===== src/rtl/uart_hif_pkg.sv =====
package uart_hif_pkg;
    localparam int HIF_AW      = 3;
    localparam int HIF_DW      = 8;
    localparam int SYNC_STAGES = 2;
    localparam logic [HIF_DW-1:0] BANK_KEY = 8'hBF;
    localparam int ENH_EN_BIT  = 4;

    typedef struct packed {
        logic [HIF_DW-1:0] lcr;
        logic [HIF_DW-1:0] ier;
        logic [HIF_DW-1:0] fcr;
        logic [HIF_DW-1:0] mcr;
        logic [HIF_DW-1:0] efr;
        logic [HIF_DW-1:0] xon1;
        logic [HIF_DW-1:0] xon2;
        logic [HIF_DW-1:0] xoff1;
        logic [HIF_DW-1:0] xoff2;
    } hif_regs_t;

    typedef struct packed {
        logic start;
        logic stop;
        logic busy;
    } hif_cyc_t;

    function automatic logic in_enh_bank(input logic [HIF_DW-1:0] lcr);
        return lcr == BANK_KEY;
    endfunction

    // merge new data into old value: only bits set in keep_mask are protected
    function automatic logic [HIF_DW-1:0] merge_bits(input logic [HIF_DW-1:0] old_v,
                                                     input logic [HIF_DW-1:0] new_v,
                                                     input logic [HIF_DW-1:0] keep_mask);
        return (old_v & keep_mask) | (new_v & ~keep_mask);
    endfunction
endpackage


===== src/rtl/hif_sync.sv =====
module hif_sync #(
    parameter int W      = 1,
    parameter int STAGES = 2,
    parameter logic [W-1:0] RST_VAL = '0
) (
    input  logic         clk,
    input  logic         rst,
    input  logic [W-1:0] d,
    output logic [W-1:0] q
);
    logic [W-1:0] pipe [STAGES];

    always_ff @(posedge clk) begin
        if (rst) pipe[0] <= RST_VAL;
        else     pipe[0] <= d;
    end

    for (genvar i = 1; i < STAGES; i++) begin : g_stage
        always_ff @(posedge clk) begin
            if (rst) pipe[i] <= RST_VAL;
            else     pipe[i] <= pipe[i-1];
        end
    end

    assign q = pipe[STAGES-1];
endmodule


===== src/rtl/hif_cycle.sv =====
module hif_cycle
    import uart_hif_pkg::*;
(
    input  logic     clk,
    input  logic     rst,
    input  logic     sel_n,
    input  logic     strb_n,
    output hif_cyc_t cyc
);
    logic act, act_q;

    // both low is the only active state: second assert starts, first release ends
    assign act = ~sel_n & ~strb_n;

    always_ff @(posedge clk) begin
        if (rst) act_q <= 1'b0;
        else     act_q <= act;
    end

    assign cyc.start = act & ~act_q;
    assign cyc.stop  = ~act & act_q;
    assign cyc.busy  = act_q;
endmodule


===== src/rtl/hif_regfile.sv =====
module hif_regfile
    import uart_hif_pkg::*;
(
    input  logic              clk,
    input  logic              rst,
    input  logic              commit,
    input  logic [HIF_AW-1:0] waddr,
    input  logic [HIF_DW-1:0] wdata,
    input  logic [HIF_AW-1:0] raddr,
    input  logic [HIF_DW-1:0] rx_data,
    input  logic [HIF_DW-1:0] lsr_in,
    input  logic [HIF_DW-1:0] msr_in,
    input  logic [HIF_DW-1:0] isr_in,
    output logic [HIF_DW-1:0] rdata,
    output hif_regs_t         regs
);
    hif_regs_t r;
    logic      bank, enh_on, dl_sel;
    logic [HIF_DW-1:0] ier_keep, mcr_keep, fcr_keep;

    assign bank   = in_enh_bank(r.lcr);
    assign enh_on = r.efr[ENH_EN_BIT];
    assign dl_sel = r.lcr[HIF_DW-1];

    assign ier_keep = enh_on ? 8'h00 : 8'hF0;
    assign mcr_keep = enh_on ? 8'h00 : 8'hE0;
    assign fcr_keep = enh_on ? 8'h00 : 8'h30;

    always_ff @(posedge clk) begin
        if (rst) begin
            r <= '0;
        end else if (commit) begin
            case (waddr)
                3'd1: if (!dl_sel) r.ier <= merge_bits(r.ier, wdata, ier_keep);
                3'd2: if (bank) r.efr <= wdata;
                      else      r.fcr <= merge_bits(r.fcr, wdata, fcr_keep);
                3'd3: r.lcr <= wdata;
                3'd4: if (bank) r.xon1 <= wdata;
                      else      r.mcr  <= merge_bits(r.mcr, wdata, mcr_keep);
                3'd5: if (bank) r.xon2  <= wdata;
                3'd6: if (bank) r.xoff1 <= wdata;
                3'd7: if (bank) r.xoff2 <= wdata;
                default: ;
            endcase
        end
    end

    always_comb begin
        rdata = '0;
        if (bank) begin
            case (raddr)
                3'd2: rdata = r.efr;
                3'd3: rdata = r.lcr;
                3'd4: rdata = r.xon1;
                3'd5: rdata = r.xon2;
                3'd6: rdata = r.xoff1;
                3'd7: rdata = r.xoff2;
                default: rdata = '0;
            endcase
        end else begin
            case (raddr)
                3'd0: rdata = dl_sel ? '0 : rx_data;
                3'd1: rdata = dl_sel ? '0 : r.ier;
                3'd2: rdata = isr_in;
                3'd3: rdata = r.lcr;
                3'd4: rdata = r.mcr;
                3'd5: rdata = lsr_in;
                3'd6: rdata = msr_in;
                default: rdata = '0;
            endcase
        end
    end

    assign regs = r;
endmodule


===== src/rtl/uart_hif.sv =====
module uart_hif
    import uart_hif_pkg::*;
(
    input  logic              clk,
    input  logic              rst,
    input  logic              cs_n,
    input  logic              rd_n,
    input  logic              wr_n,
    input  logic [HIF_AW-1:0] addr,
    input  logic [HIF_DW-1:0] din,
    output logic [HIF_DW-1:0] dout,
    input  logic [HIF_DW-1:0] rx_data,
    input  logic [HIF_DW-1:0] lsr_in,
    input  logic [HIF_DW-1:0] msr_in,
    input  logic [HIF_DW-1:0] isr_in,
    output logic [HIF_DW-1:0] lcr_o,
    output logic [HIF_DW-1:0] ier_o,
    output logic [HIF_DW-1:0] fcr_o,
    output logic [HIF_DW-1:0] mcr_o,
    output logic [HIF_DW-1:0] efr_o,
    output logic [HIF_DW-1:0] xon1_o,
    output logic [HIF_DW-1:0] xon2_o,
    output logic [HIF_DW-1:0] xoff1_o,
    output logic [HIF_DW-1:0] xoff2_o
);
    localparam int BUS_W = HIF_AW + HIF_DW;

    logic [2:0]        ctl_s;
    logic [BUS_W-1:0]  bus_s;
    logic [HIF_AW-1:0] addr_s, addr_q;
    logic [HIF_DW-1:0] din_s, wdata_q, rdata;
    hif_cyc_t          rd_cyc, wr_cyc;
    hif_regs_t         regs;
    logic              wr_end;

    // strobes idle high; data/address delayed equally so they stay aligned
    hif_sync #(.W(3), .STAGES(SYNC_STAGES), .RST_VAL(3'b111)) u_ctl_sync (
        .clk(clk), .rst(rst), .d({cs_n, rd_n, wr_n}), .q(ctl_s));

    hif_sync #(.W(BUS_W), .STAGES(SYNC_STAGES), .RST_VAL('0)) u_bus_sync (
        .clk(clk), .rst(rst), .d({addr, din}), .q(bus_s));

    assign {addr_s, din_s} = bus_s;

    hif_cycle u_rd_cyc (.clk(clk), .rst(rst), .sel_n(ctl_s[2]), .strb_n(ctl_s[1]), .cyc(rd_cyc));
    hif_cycle u_wr_cyc (.clk(clk), .rst(rst), .sel_n(ctl_s[2]), .strb_n(ctl_s[0]), .cyc(wr_cyc));

    always_ff @(posedge clk) begin
        if (rst) begin
            addr_q  <= '0;
            wdata_q <= '0;
        end else begin
            if (rd_cyc.start || wr_cyc.start) addr_q <= addr_s;
            if (!ctl_s[2] && !ctl_s[0])       wdata_q <= din_s;
        end
    end

    assign wr_end = wr_cyc.stop;

    hif_regfile u_regs (
        .clk(clk), .rst(rst), .commit(wr_end), .waddr(addr_q), .wdata(wdata_q),
        .raddr(addr_q), .rx_data(rx_data), .lsr_in(lsr_in), .msr_in(msr_in),
        .isr_in(isr_in), .rdata(rdata), .regs(regs));

    assign dout    = rd_cyc.busy ? rdata : '0;
    assign lcr_o   = regs.lcr;
    assign ier_o   = regs.ier;
    assign fcr_o   = regs.fcr;
    assign mcr_o   = regs.mcr;
    assign efr_o   = regs.efr;
    assign xon1_o  = regs.xon1;
    assign xon2_o  = regs.xon2;
    assign xoff1_o = regs.xoff1;
    assign xoff2_o = regs.xoff2;
endmodule


===== config.mk =====
export PLATFORM = sky130hd
export DESIGN_NAME = uart_hif
export DESIGN_NICKNAME = d
export VERILOG_FILES = /design/src/rtl/uart_hif_pkg.sv /design/src/rtl/hif_sync.sv /design/src/rtl/hif_cycle.sv /design/src/rtl/hif_regfile.sv /design/src/rtl/uart_hif.sv
export SDC_FILE = /design/constraint.sdc
export NUM_CORES = 1
export LEC_CHECK = 0
export BUFFER_PORTS_ARGS = -buffer_cell sky130_fd_sc_hd__clkbuf_2
export CORE_UTILIZATION = 58
export CTS_CLUSTER_DIAMETER = 100
export CTS_CLUSTER_SIZE = 25
export DETAILED_ROUTE_END_ITERATION = 12
export PLACE_DENSITY = 0.91
export SYNTH_ARGS = -nofsm -noshare
export SYNTH_HDL_FRONTEND = slang
export SYNTH_HIERARCHICAL = 1
export SYNTH_SLANG_ARGS = --single-unit

===== constraint.sdc =====
create_clock -name clk -period 4.07 [get_ports clk]
set_clock_uncertainty 0.1 [all_clocks]
set_input_delay 0.6105 -clock clk [delete_from_list [all_inputs] [get_ports clk]]
set_output_delay 0.6105 -clock clk [all_outputs]
set_load 0.005 [all_outputs]

==> reports/metrics.yaml <==
status: "completed"
syn_area_sq_um: 5212
min_to: "u_ctl_sync/pipe[0][0]"
hold_buffers: 0
r2r_end: "u_regs/regs[19]"
post-cts-setup-buffers: 0
antenna_found_initial: 0
final_common_cell: "clkbuf_2"
fin_crit_ps: 3782
r2r-start: "addr_q[0]"
synth_cells: 529
crit_path_end_kind: "output port"
cp_data_arrival_time_ps: 3070
gp_congestion: 0.9652
cts_tree: "built"
areaGrowthSynthToFinish_pct: 20.12
stdcell_area_sq_um: 6261
r2r_cells: 4
whs_path_depth: 2
setup_viol: 0
rows: 34
grt_max_degree: 114
wl_per_cell_um: 19.17
vias: 4549
coreArea_sq_um: 8721
cts-root-buf: "clkbuf_8"
start_util: 0.5977
hold_slack_ps: 167.9
drt-initial-drc-count: 400
final_cell_mix: "clkbuf_2 (126), dfxtp_1 (112), mux2i_1 (69)"
diodes: 0
grt_overflow: 0
placed_area_sq_um: 5685
grt_use_total: 0.3109
die_w_um: 96.80
syn_avg_cell_area_sq_um: 9.853
fp.dieH_um: 96.80
cp_max_fo: 16
hp-start: "wr_n"
period_share: 0.9292
grt_pass1_vias: 4247
vias_per_cell: 5.993
max_slew_margin: 0.2436
port_buffers: 127
clk_path_buf_depth: 2
power.leakage_nw: 2.500
hpwl_um: 9868
min_path_type: "in -> reg"
worstSkewPairLatency_ps: 520
final_max_slew_viol_count: 0
drc: 0
max_cap_viol_count: 0
crit_type: "reg -> out"
first_pass_iters: 5
dieArea_sq_um: 9370
numCtsBuffers: 17
io-pin-count: 128
peakVddDrop_mv: 0.4129
cp.required_ps: 3360
htree_levels: 4
tightestPinTransition_ps: 1135
yosysWarnings: 6
cts-resized-gates: 0
cts_sinks: 113
post-route-util: 0.7179
syn_nets: 577
rsz0062_at_grt: "no"
antenna_left: 0
r2r_slack_ps: 1330
routed_wl_um: 14550
fin_nets: 686
drive_above_1_share: 0.3149
startpoint_type: "flop"
finalSetupTns_ps: 0
grt_pass1_wl_um: 22500
powerDensity_nw_per_um2: 417.4
fmax_mhz: 264.4
clkTransAtPathRegs_ps: 60
hold_viol_final: 0
[state kept, by name, summed over array words and instances, names as in the netlist, named ones only]
signal,flops
u_bus_sync/pipe,22
u_regs/regs,63
u_wr_cyc/act_q,1
addr_q,3
u_ctl_sync/pipe,6
u_rd_cyc/act_q,1
wdata_q,8
[metrics by stage]
step / total power (W) / worst slack (ps) / instances
after global routing: 0.002681 / 141.0 / 759
after CTS: 0.002627 / 335.7 / 759
final: 0.002614 / 288.2 / 759
after detailed placement: 0.001224 / 906.7 / 727
after floorplan: 0.001199 / 1651 / 529
after global placement: 0.001222 / 956.1 / 727
[worst max-delay path by stage]
stage	end	cells past startpoint	from
after floorplan	dout[0]	7	addr_q[0]
after global placement	dout[1]	6	u_regs/regs[71]
after detailed placement	dout[1]	6	u_regs/regs[71]
after CTS	dout[1]	6	u_regs/regs[71]
after global routing	dout[1]	6	u_regs/regs[71]
final	dout[1]	6	u_regs/regs[71]
[final cells by class]
cell class / instances / area [sq um]
multi-input combinational: 370 / 2596
fill: 614 / 2460
sequential: 113 / 2263
timing repair buffer: 132 / 675.6
clock buffer: 18 / 427.9
clock inverter: 14 / 147.6
tap: 108 / 135.1
inverter: 4 / 15.01
[worst max-delay path: stages, from the launching register on]
cell and delay, ps:
dfxtp_1 660, nand4_4 300, or2_1 510, o21bai_1 350, o32ai_1 430, and2_1 190, clkbuf_2 110
[per-layer routing]
layer / routed length [um] / global-route usage / share of wire
met5: 0 / 0 / 0
met4: 471 / 0.1320 / 0.032
met3: 1226 / 0.07081 / 0.084
met2: 6994 / 0.5108 / 0.48
met1: 5855 / 0.3916 / 0.40
[where the power goes]
part           internal, W  switching [W]   total, W  leakage [nW]
Sequential         0.00112     0.00000860    0.00113         0.917
Combinational    0.0000372      0.0000356  0.0000728          1.30
Clock             0.000845       0.000567    0.00141         0.278
Total              0.00200       0.000611    0.00261          2.50
(Power assumes the default switching activity.)
